## src/rtl/flash_seq_pkg.sv

```systemverilog
package flash_seq_pkg;

    // request codes
    localparam logic [2:0] CMD_PROG  = 3'd0;
    localparam logic [2:0] CMD_CHIP  = 3'd1;
    localparam logic [2:0] CMD_SOPEN = 3'd2;
    localparam logic [2:0] CMD_SADD  = 3'd3;
    localparam logic [2:0] CMD_POLL  = 3'd4;

    // result codes
    localparam logic [2:0] RC_OK      = 3'd0;
    localparam logic [2:0] RC_FAIL    = 3'd1;
    localparam logic [2:0] RC_TIMEOUT = 3'd2;
    localparam logic [2:0] RC_CLOSED  = 3'd3;
    localparam logic [2:0] RC_REJECT  = 3'd4;
    localparam logic [2:0] RC_BADCMD  = 3'd5;

    // status bit positions
    localparam int ST_TOGGLE = 6;
    localparam int ST_LIMIT  = 5;
    localparam int ST_WINDOW = 3;

    typedef enum logic [2:0] {
        ROP_PROG, ROP_CHIP, ROP_SECT, ROP_ADD, ROP_RST
    } rom_op_e;

    typedef enum logic [2:0] {
        S_IDLE, S_CMDW, S_PRE, S_POST, S_P1, S_P2, S_P3, S_P4
    } seq_st_e;

    typedef enum logic [1:0] {
        PH_IDLE, PH_SETUP, PH_PULSE, PH_HOLD
    } bus_ph_e;

endpackage

```

## src/rtl/fseq_bus_timer.sv

```systemverilog
module fseq_bus_timer
    import flash_seq_pkg::*;
#(
    parameter int SETUP_CYC = 1,
    parameter int PULSE_CYC = 1,
    parameter int HOLD_CYC  = 1
) (
    input  logic clk,
    input  logic rst_n,
    input  logic launch,
    input  logic is_read,
    output logic wr_stb,
    output logic rd_stb,
    output logic sample,
    output logic fin
);

    localparam int MAXC = (SETUP_CYC > PULSE_CYC) ?
                          ((SETUP_CYC > HOLD_CYC) ? SETUP_CYC : HOLD_CYC) :
                          ((PULSE_CYC > HOLD_CYC) ? PULSE_CYC : HOLD_CYC);
    localparam int CW = (MAXC < 2) ? 1 : $clog2(MAXC);
    localparam logic [CW-1:0] SET_END = CW'(SETUP_CYC - 1);
    localparam logic [CW-1:0] PUL_END = CW'(PULSE_CYC - 1);
    localparam logic [CW-1:0] HLD_END = CW'(HOLD_CYC - 1);

    typedef struct packed {
        bus_ph_e       ph;
        logic [CW-1:0] cnt;
        logic          rd;
    } tmr_t;

    tmr_t t_d, t_q;

    always_comb begin
        t_d    = t_q;
        sample = 1'b0;
        fin    = 1'b0;
        unique case (t_q.ph)
            PH_IDLE: begin
                if (launch) begin
                    t_d.ph  = PH_SETUP;
                    t_d.cnt = '0;
                    t_d.rd  = is_read;
                end
            end
            PH_SETUP: begin
                if (t_q.cnt == SET_END) begin
                    t_d.ph  = PH_PULSE;
                    t_d.cnt = '0;
                end else begin
                    t_d.cnt = t_q.cnt + 1'b1;
                end
            end
            PH_PULSE: begin
                if (t_q.cnt == PUL_END) begin
                    sample  = t_q.rd;
                    t_d.ph  = PH_HOLD;
                    t_d.cnt = '0;
                end else begin
                    t_d.cnt = t_q.cnt + 1'b1;
                end
            end
            PH_HOLD: begin
                if (t_q.cnt == HLD_END) begin
                    fin     = 1'b1;
                    t_d.ph  = PH_IDLE;
                    t_d.cnt = '0;
                end else begin
                    t_d.cnt = t_q.cnt + 1'b1;
                end
            end
            default: t_d.ph = PH_IDLE;
        endcase
    end

    always_ff @(posedge clk or negedge rst_n) begin
        if (!rst_n) begin
            t_q <= '{ph: PH_IDLE, cnt: '0, rd: 1'b0};
        end else begin
            t_q <= t_d;
        end
    end

    assign wr_stb = (t_q.ph == PH_PULSE) && !t_q.rd;
    assign rd_stb = (t_q.ph == PH_PULSE) &&  t_q.rd;

endmodule

```

## src/rtl/fseq_cmd_rom.sv

```systemverilog
module fseq_cmd_rom
    import flash_seq_pkg::*;
#(
    parameter int AW = 17
) (
    input  rom_op_e         op,
    input  logic [2:0]      step,
    input  logic [AW-1:0]   tgt,
    input  logic [7:0]      pdata,
    output logic [AW-1:0]   addr,
    output logic [7:0]      data,
    output logic            last
);

    localparam logic [AW-1:0] A_ODD  = AW'(12'h555);
    localparam logic [AW-1:0] A_EVEN = AW'(12'h2AA);

    // shared unlock pair: even steps AAh@555h, odd steps 55h@2AAh
    logic [AW-1:0] ul_addr;
    logic [7:0]    ul_data;

    always_comb begin
        ul_addr = step[0] ? A_EVEN : A_ODD;
        ul_data = step[0] ? 8'h55  : 8'hAA;
    end

    always_comb begin
        addr = A_ODD;
        data = 8'h00;
        last = 1'b0;
        unique case (op)
            ROP_PROG: begin
                if (step < 3'd2) begin
                    addr = ul_addr;
                    data = ul_data;
                end else if (step == 3'd2) begin
                    addr = A_ODD;
                    data = 8'hA0;
                end else begin
                    addr = tgt;
                    data = pdata;
                    last = 1'b1;
                end
            end
            ROP_CHIP, ROP_SECT: begin
                if (step == 3'd2) begin
                    addr = A_ODD;
                    data = 8'h80;
                end else if (step < 3'd2) begin
                    addr = ul_addr;
                    data = ul_data;
                end else if (step < 3'd5) begin
                    addr = step[0] ? A_ODD : A_EVEN;
                    data = step[0] ? 8'hAA : 8'h55;
                end else begin
                    addr = (op == ROP_CHIP) ? A_ODD : tgt;
                    data = (op == ROP_CHIP) ? 8'h10 : 8'h30;
                    last = 1'b1;
                end
            end
            ROP_ADD: begin
                addr = tgt;
                data = 8'h30;
                last = 1'b1;
            end
            default: begin
                addr = A_ODD;
                data = 8'hF0;
                last = 1'b1;
            end
        endcase
    end

endmodule

```

## src/rtl/flash_op_sequencer.sv

```systemverilog
module flash_op_sequencer
    import flash_seq_pkg::*;
#(
    parameter int AW         = 17,
    parameter int SETUP_CYC  = 1,
    parameter int WR_PULSE   = 2,
    parameter int HOLD_CYC   = 1,
    parameter int POLL_LIMIT = 4096
) (
    input  logic          clk,
    input  logic          rst_n,
    input  logic          req_start,
    input  logic [2:0]    req_cmd,
    input  logic [AW-1:0] req_addr,
    input  logic [7:0]    req_data,
    output logic          req_busy,
    output logic          req_done,
    output logic          req_err,
    output logic [2:0]    req_code,
    output logic [AW-1:0] bus_addr,
    output logic [7:0]    bus_wdata,
    input  logic [7:0]    bus_rdata,
    output logic          bus_wr,
    output logic          bus_rd
);

    localparam int PCW = $clog2(POLL_LIMIT + 1);
    localparam logic [PCW-1:0] P_LAST = PCW'(POLL_LIMIT - 1);

    typedef struct packed {
        seq_st_e        st;
        rom_op_e        op;
        logic [2:0]     step;
        logic [AW-1:0]  tgt;
        logic [7:0]     wdat;
        logic [7:0]     rcap;
        logic [7:0]     rfirst;
        logic [PCW-1:0] pcnt;
        logic [2:0]     code;
        logic           launch;
        logic           done;
    } seq_t;

    seq_t s_d, s_q;

    logic          t_sample, t_fin, t_wr, t_rd;
    logic [AW-1:0] rom_addr;
    logic [7:0]    rom_data;
    logic          rom_last;
    logic          toggled;

    fseq_bus_timer #(
        .SETUP_CYC(SETUP_CYC),
        .PULSE_CYC(WR_PULSE),
        .HOLD_CYC (HOLD_CYC)
    ) u_timer (
        .clk    (clk),
        .rst_n  (rst_n),
        .launch (s_q.launch),
        .is_read(s_q.st != S_CMDW),
        .wr_stb (t_wr),
        .rd_stb (t_rd),
        .sample (t_sample),
        .fin    (t_fin)
    );

    fseq_cmd_rom #(.AW(AW)) u_rom (
        .op   (s_q.op),
        .step (s_q.step),
        .tgt  (s_q.tgt),
        .pdata(s_q.wdat),
        .addr (rom_addr),
        .data (rom_data),
        .last (rom_last)
    );

    assign toggled = s_q.rfirst[ST_TOGGLE] ^ s_q.rcap[ST_TOGGLE];

    always_comb begin
        s_d        = s_q;
        s_d.launch = 1'b0;
        s_d.done   = 1'b0;
        if (t_sample) s_d.rcap = bus_rdata;
        unique case (s_q.st)
            S_IDLE: begin
                if (req_start) begin
                    s_d.tgt  = req_addr;
                    s_d.wdat = req_data;
                    s_d.step = '0;
                    s_d.pcnt = '0;
                    s_d.code = RC_OK;
                    s_d.launch = 1'b1;
                    unique case (req_cmd)
                        CMD_PROG:  begin s_d.op = ROP_PROG; s_d.st = S_CMDW; end
                        CMD_CHIP:  begin s_d.op = ROP_CHIP; s_d.st = S_CMDW; end
                        CMD_SOPEN: begin s_d.op = ROP_SECT; s_d.st = S_CMDW; end
                        CMD_SADD:  s_d.st = S_PRE;
                        CMD_POLL:  s_d.st = S_P1;
                        default: begin
                            s_d.launch = 1'b0;
                            s_d.done   = 1'b1;
                            s_d.code   = RC_BADCMD;
                        end
                    endcase
                end
            end
            S_CMDW: begin
                if (t_fin) begin
                    if (!rom_last) begin
                        s_d.step   = s_q.step + 1'b1;
                        s_d.launch = 1'b1;
                    end else begin
                        unique case (s_q.op)
                            ROP_PROG, ROP_CHIP: begin
                                s_d.st = S_P1; s_d.pcnt = '0; s_d.launch = 1'b1;
                            end
                            ROP_SECT: begin
                                s_d.st = S_IDLE; s_d.done = 1'b1; s_d.code = RC_OK;
                            end
                            ROP_ADD: begin
                                s_d.st = S_POST; s_d.launch = 1'b1;
                            end
                            default: begin
                                s_d.st = S_IDLE; s_d.done = 1'b1;
                            end
                        endcase
                    end
                end
            end
            S_PRE: begin
                if (t_fin) begin
                    if (s_q.rcap[ST_WINDOW]) begin
                        s_d.st = S_IDLE; s_d.done = 1'b1; s_d.code = RC_CLOSED;
                    end else begin
                        s_d.op = ROP_ADD; s_d.step = '0;
                        s_d.st = S_CMDW; s_d.launch = 1'b1;
                    end
                end
            end
            S_POST: begin
                if (t_fin) begin
                    s_d.st   = S_IDLE;
                    s_d.done = 1'b1;
                    s_d.code = s_q.rcap[ST_WINDOW] ? RC_REJECT : RC_OK;
                end
            end
            S_P1, S_P3: begin
                if (t_fin) begin
                    s_d.rfirst = s_q.rcap;
                    s_d.st     = (s_q.st == S_P1) ? S_P2 : S_P4;
                    s_d.launch = 1'b1;
                end
            end
            S_P2: begin
                if (t_fin) begin
                    if (!toggled) begin
                        s_d.st = S_IDLE; s_d.done = 1'b1; s_d.code = RC_OK;
                    end else if (s_q.rcap[ST_LIMIT]) begin
                        s_d.st = S_P3; s_d.launch = 1'b1;
                    end else if (s_q.pcnt == P_LAST) begin
                        s_d.code = RC_TIMEOUT; s_d.op = ROP_RST; s_d.step = '0;
                        s_d.st = S_CMDW; s_d.launch = 1'b1;
                    end else begin
                        s_d.pcnt = s_q.pcnt + 1'b1;
                        s_d.st = S_P1; s_d.launch = 1'b1;
                    end
                end
            end
            S_P4: begin
                if (t_fin) begin
                    if (!toggled) begin
                        s_d.st = S_IDLE; s_d.done = 1'b1; s_d.code = RC_OK;
                    end else begin
                        s_d.code = RC_FAIL; s_d.op = ROP_RST; s_d.step = '0;
                        s_d.st = S_CMDW; s_d.launch = 1'b1;
                    end
                end
            end
            default: s_d.st = S_IDLE;
        endcase
    end

    always_ff @(posedge clk or negedge rst_n) begin
        if (!rst_n) begin
            s_q <= '{st: S_IDLE, op: ROP_RST, step: '0, tgt: '0, wdat: '0,
                     rcap: '0, rfirst: '0, pcnt: '0, code: RC_OK,
                     launch: 1'b0, done: 1'b0};
        end else begin
            s_q <= s_d;
        end
    end

    assign req_busy  = (s_q.st != S_IDLE);
    assign req_done  = s_q.done;
    assign req_err   = s_q.done && (s_q.code != RC_OK);
    assign req_code  = s_q.code;
    assign bus_addr  = (s_q.st == S_CMDW) ? rom_addr : s_q.tgt;
    assign bus_wdata = (s_q.st == S_CMDW) ? rom_data : 8'h00;
    assign bus_wr    = t_wr;
    assign bus_rd    = t_rd;

endmodule

```

## config.mk

```make
export PLATFORM = sky130hd
export DESIGN_NAME = flash_op_sequencer
export DESIGN_NICKNAME = d
export VERILOG_FILES = /design/src/rtl/flash_seq_pkg.sv /design/src/rtl/fseq_bus_timer.sv /design/src/rtl/fseq_cmd_rom.sv /design/src/rtl/flash_op_sequencer.sv
export SDC_FILE = /design/constraint.sdc
export NUM_CORES = 1
export LEC_CHECK = 0
export ABC_CLOCK_PERIOD_IN_PS = 3400
export BUFFER_PORTS_ARGS = -buffer_cell sky130_fd_sc_hd__buf_2
export CAP_MARGIN = 20
export CORE_MARGIN = 4
export CORE_UTILIZATION = 45
export CTS_CLUSTER_SIZE = 40
export DETAILED_ROUTE_END_ITERATION = 7
export PLACE_DENSITY = 0.67
export RECOVER_POWER = 25
export SETUP_SLACK_MARGIN = 0.15
export SLEW_MARGIN = 20
export SYNTH_ARGS = -nofsm -noshare
export SYNTH_HDL_FRONTEND = slang
export SYNTH_SLANG_ARGS = --single-unit
export TNS_END_PERCENT = 30
```

## constraint.sdc

```tcl
create_clock -name clk -period 3.4 [get_ports clk]
set_clock_uncertainty 0.1 [all_clocks]
set_input_delay 0.34 -clock clk [delete_from_list [all_inputs] [get_ports clk]]
set_output_delay 0.34 -clock clk [all_outputs]
set_load 0.02 [all_outputs]
```

=== Word-level counts from Yosys, hierarchy flattened ===
Index checks and enable logic that the tools add are counted.

* Register bits: 70
* Bits of input ports: 39
* Word-level logic and storage cells: 189

* Add/sub/neg operators: 3
* $lt $le $gt $ge: 2
* Equality and inequality tests: 46
* Multiplexer cells: 94
* Bitwise gates (word level): 1
* Reductions and logical operators: 29

{| class="wikitable"
|+ Operators with widths
! operator !! count
|-
| 2-to-1 mux 17 bit || 7
|-
| 2-to-1 mux 8 bit || 8
|-
| 2-to-1 mux 18 bit || 3
|-
| one-hot mux 17 bit (3 select lines) || 1
|-
| 2-to-1 mux 3 bit || 15
|-
| 2-to-1 mux 13 bit || 3
|-
| one-hot mux 13 bit (3 select lines) || 1
|-
| != test 2 bit, second input constant || 19
|-
| 2-to-1 mux 6 bit || 6
|-
| 2-to-1 mux 34 bit || 1
|-
| 2-to-1 mux 16 bit || 2
|-
| 2-to-1 mux 9 bit || 3
|-
| one-hot mux 3 bit (4 select lines) || 2
|-
| one-hot mux 8 bit (3 select lines) || 1
|-
| AND reduction 12 bit || 2
|-
| 2-to-1 mux 1 bit || 22
|-
| 2-to-1 mux 11 bit || 2
|-
| == test 3 x 2 -> 1 bit, second input constant || 7
|-
| one-hot mux 3 bit (7 select lines) || 1
|-
| one-hot mux 3 bit (3 select lines) || 2
|-
| one-hot mux 3 bit (6 select lines) || 1
|-
| AND reduction 9 bit || 2
|-
| == test 3 bit, second input constant || 5
|-
| 2-to-1 mux 5 bit || 3
|-
| 35 further kinds || 56
|}

=== Logic depth before layout (Yosys ltp) ===
* Word-level depth: 8
* Depth in mapped cells: 9
* Gate-level depth less buffers: 7

=== Cells and area by module ===
From an unflattened synthesis, not the netlist that was laid out.

* Cell total of the unflattened synthesis: 457
* Area total of the unflattened synthesis: 3,975.1 um2

{| class="wikitable"
|+ Modules (own cells, without submodules)
! module !! instances !! cells an instance !! area each (um2) !! seq. area each (um2)
|-
| flash_op_sequencer || 1 || 345 || 3,188.1 || 1,402.6
|-
| fseq_cmd_rom || 1 || 85 || 508.0 || 0.0
|-
| fseq_bus_timer || 1 || 27 || 279.0 || 100.1
|}

=== Worst setup path before layout ===
No wires, ideal clock.

* Kind: register to output
* Start: reg s_q[59] in the netlist's numbering
* End: out bus_addr[1]
* Arrival: 2,089 ps
* Slack: 871 ps
* Cell stages (with the launch flop): 10
* Buffers on the path: 2
* Cell sequence: dfrtp_1 -> buf_4 -> inv_1 -> ha_1 -> nor2b_1 -> nor2_1 -> nor2_1 -> nor4_1 -> buf_2 -> o21ai_0

* Longest elaborated chain between the ends: 6
* Elaborated cells between the ends (all ways): 12
* Classes of those cells: 2 x order compare; 1 x eq/ne; 9 x mux

{| class="wikitable"
|+ Ends and longest elaborated chain
! item !! line !! source
|-
| start, declared || flash_op_sequencer.sv:44 || <nowiki>seq_t s_d, s_q;</nowiki>
|-
| start signal, assigned || flash_op_sequencer.sv:185 || <nowiki>s_q <= '{st: S_IDLE, op: ROP_RST, step: '0, tgt: '0, wdat: '0,</nowiki>
|-
| < comparator 3 bit or 2-to-1 mux 11 bit (tied branches) || fseq_cmd_rom.sv:52, fseq_cmd_rom.sv:53 ||
|-
| 2-to-1 mux 17 bit || fseq_cmd_rom.sv:52 || <nowiki>end else if (step < 3'd5) begin</nowiki>
|-
| 2-to-1 mux 17 bit || fseq_cmd_rom.sv:49 || <nowiki>end else if (step < 3'd2) begin</nowiki>
|-
| 2-to-1 mux 17 bit || fseq_cmd_rom.sv:46 || <nowiki>if (step == 3'd2) begin</nowiki>
|-
| one-hot mux 17 bit (3 select lines) (*) || fseq_cmd_rom.sv:31 || <nowiki>unique case (op)</nowiki>
|-
| 2-to-1 mux 17 bit (*) || flash_op_sequencer.sv:197 || <nowiki>assign bus_addr = (s_q.st == S_CMDW) ? rom_addr : s_q.tgt;</nowiki>
|-
| end, declared || flash_op_sequencer.sv:20 || <nowiki>output logic [AW-1:0] bus_addr,</nowiki>
|}

Mark *: on every way between the ends. The rest lies on a longest branch, timed or not.

=== Worst setup path in the final report ===
* Start: reg s_q[60] in the netlist's numbering
* End: out bus_addr[9]

* Longest elaborated chain between the ends: 6
* Elaborated cells between the ends (all ways): 10
* Classes of those cells: 2 x order compare; 1 x eq/ne; 7 x mux

{| class="wikitable"
|+ Ends and longest elaborated chain
! item !! line
|-
| < comparator 3 bit || fseq_cmd_rom.sv:52
|-
| 2-to-1 mux 17 bit || fseq_cmd_rom.sv:52
|-
| 2-to-1 mux 17 bit || fseq_cmd_rom.sv:49
|-
| 2-to-1 mux 17 bit || fseq_cmd_rom.sv:46
|-
| one-hot mux 17 bit (3 select lines) (*) || fseq_cmd_rom.sv:31
|-
| 2-to-1 mux 17 bit (*) || flash_op_sequencer.sv:197
|}

Marks and branches as above.

==> results.md <==
- Status: complete, but fails checks
- Failing checks: max-capacitance violations, max-slew violations
- Top-count cell post-synth: dfrtp_1
- CTS Buffer Depth: 2
- CP endpoint kind: output port
- Net Count, Synth: approximately 460
- Routed WL: 9010 um
- Fmax: 343 MHz
- Mapped Cells: between 400 and 500
- Dpl cell area: 4280 um^2
- Post-synthesis average cell area: approximately 9.3 um^2
- Vias per inst: 5.53
- FFs w/ async S/R, synth: 100%
- H-tree depth: 3
- Final Hold Vio Count: 0
- # setup viols final: 0
- Setup TNS: 0 ns
- Post-synth EDFFs: 0
- CTS tree: built
- Final period utilization: 85.8%
- Layout cells sized above 1: about 29%
- Worst slew margin: -27.5%
- CP Max Fanout: 11
- Nets: between 500 and 600
- Maximum vdd drop: about 420 uV
- DRC violations left: 0
- First-pass GRT wire length: between 15,000 and 20,000 um
- Root buffer cell: clkbuf_8
- DR pass1 iterations: 5
- Routed vias: between 3,000 and 4,000
- CP max stage delay: 0.58 ns
- Vias in the first global route: about 3,300
- Area leader, netlist: dfrtp_1
- DIE WIDTH: ~100 um
- Fillers: approximately 800
- Hold slack final: roughly 0.1 ns
- CP max stage cell: dfrtp_1
- GPL Wtd Cong: roughly 0.90
- Sequential cell area: 1500 um^2
- Max-Cap Viols: 1
- Fin crit period: between 2 and 3 ns
- Max-slew violations: 35
- Crit Path Category: reg2out
- I/O Buffers: 66
- Area taken by multi-input logic gates: approximately 2200 um^2
- WL/cell: roughly 15 um
- Slew @ Worst Pin: around 1.9 ns
- CP Data Required Time: 2.96 ns
- Post-synthesis sequential area ratio: 38.8%
- Post-CTS Setup Bufs: 0
- Share of the synthesized area in the top cell type: 38.1%
- Largest net degree at the start of global routing: 35
- Synthesized area: about 3900 um^2
- Final ANT Viol Nets: 0
- HPWL Detailed: about 6600 um
- Total grt overflow: 0
- Ys flop type: dfrtp_1
- 1st-iter DRT viols: 209
- Worst skew pair latency: around 0.34 ns
- Ports: 72
- Static Leakage: 1.98 nW
- CP Cell Sequence: ha_1 -> nor2b_1 -> nor2_1 -> nor2_2 -> nor4_1 -> buf_4 -> o21ai_0 -> buf_2
- Initial antenna violation count: 0
- Synthesis Warnings: 0
- Power Dens Cells: 970 nW/um^2
- Worst EP arrival: approximately 2.5 ns
- Post-synth top cells: dfrtp_1, nand2_1, o21ai_0
- Die span in y: approximately 100 um
- Initial core utilization: 46.7%
- Gr usage total: between 10% and 20%
- RSZ-0062 raised after global routing: no
- Distinct cell type count after synthesis: slightly above 70
- Startpoint Class: flop
- Clock sinks: 60
- Rows: 33
- CTS buffer count: 9
- ANT cells: 0
- CORE AREA: between 8000 and 9000 um^2
- Die footprint: approximately 10,000 um^2
- HP Class: in2reg
- Area grow syn2layout: 15.8%
- Clock-pin slew on the worst setup and hold paths: around 0.08 ns
- Ranking of synthesized cells by area: dfrtp_1, mux2_2, nand2_1
- #FFs+latches synth: 60
- Final Instance Area: between 4000 and 5000 um^2
## timing repair
| action | CTS | global route |
|---|---|---|
| resized for setup | 0 | 2 |
| hold buffers | 1 | 0 |
| setup endpoints to repair | 0 | 13 |
| hold endpoints to repair | 5 | 0 |
## where the power goes
| group | internal [mW] | total [mW] | switching (mW) |
|---|---|---|---|
| Combinational | 1.01 | 2.46 | 1.45 |
| Clock | 0.363 | 0.675 | 0.311 |
| Sequential | 0.971 | 1.22 | 0.249 |
## layer usage
layer | share of wire (%) | global-route usage, %
met1 | 47 | 26.7
met2 | 47 | 29.3
met3 | 4.8 | 4.36
met4 | 1.1 | 6.42
met5 | 0 | 0
## cell usage in the layout, fill, tap and decap left out, types with 8 or more instances in the layout
cell type	n
buf_2	61
dfrtp_1	58
nand2_1	46
o21ai_0	34
mux2_2	27
inv_1	21
nor2_1	19
nor2b_1	16
a21oi_1	13
nor3_1	11
o22a_1	10
clkbuf_8	10
mux2i_1	9
o21a_1	9
ha_1	8
buf_4	8
## cells by family after synthesis
kind of cell    Yosys count  synth area share (%)
compound gates          114                  20.3
xor+xnor                  4                 0.904
fa+ha+maj                 9                  2.84
buf+inv                  46                  5.52
flops                    60                  38.8
mux                      37                  10.6
simple gates            145                  21.1
## critical path, delay by kind of cell (launching register included)
kind            cells  cell delay, ns
fa+ha+maj           1            0.29
flops               1            0.58
simple gates        4            0.77
buf+inv             2            0.41
compound gates      1            0.08
## final cells by class
| cell class | instances | share of cell area [%] |
|---|---|---|
| clock buffers | 10 | 3.06 |
| inverters | 21 | 1.76 |
| clock inverters | 6 | 1.56 |
| multi-input cells | 309 | 48.3 |
| well taps | 105 | 2.93 |
| repair buffers | 76 | 8.86 |
| flip-flops and latches | 60 | 33.5 |
## flip-flops by register name (all words and copies together) (netlist names)
name,count
u_timer.t_q,4
req_done,1
req_code,3
s_q,52
## final timing paths
path	to	depth (start not counted)	start	slack (ns)
max in group asynchronous	s_q[39]	3	rst_n	0.94
worst min register to register	s_q[17]	1	s_q[17]	0.39
worst min-delay path	s_q[51]	3	req_addr[9]	0.1
worst max register to register	s_q[15]	5	s_q[65]	0.79
min in group asynchronous	s_q[34]	2	rst_n	0.96
worst max-delay path	bus_addr[9]	8	s_q[60]	0.48
## stage by stage
| stage | power [mW] | instances | setup slack (ns) | util (%) |
|---|---|---|---|---|
| 6_report | 4.36 | 587 | 0.482 | 54.1 |
| 5_1_grt | 4.71 | 587 | 0.178 | 54.1 |
| 4_1_cts | 4.38 | 587 | 0.254 | 54.2 |
| 3_5_place_dp | 3.70 | 570 | 0.623 | 51.6 |
| 3_3_place_gp | 3.67 | 570 | 0.708 | 51.6 |
| 2_1_floorplan | 3.07 | 415 | 0.871 | - |
Power figures use the tool's default switching activity.
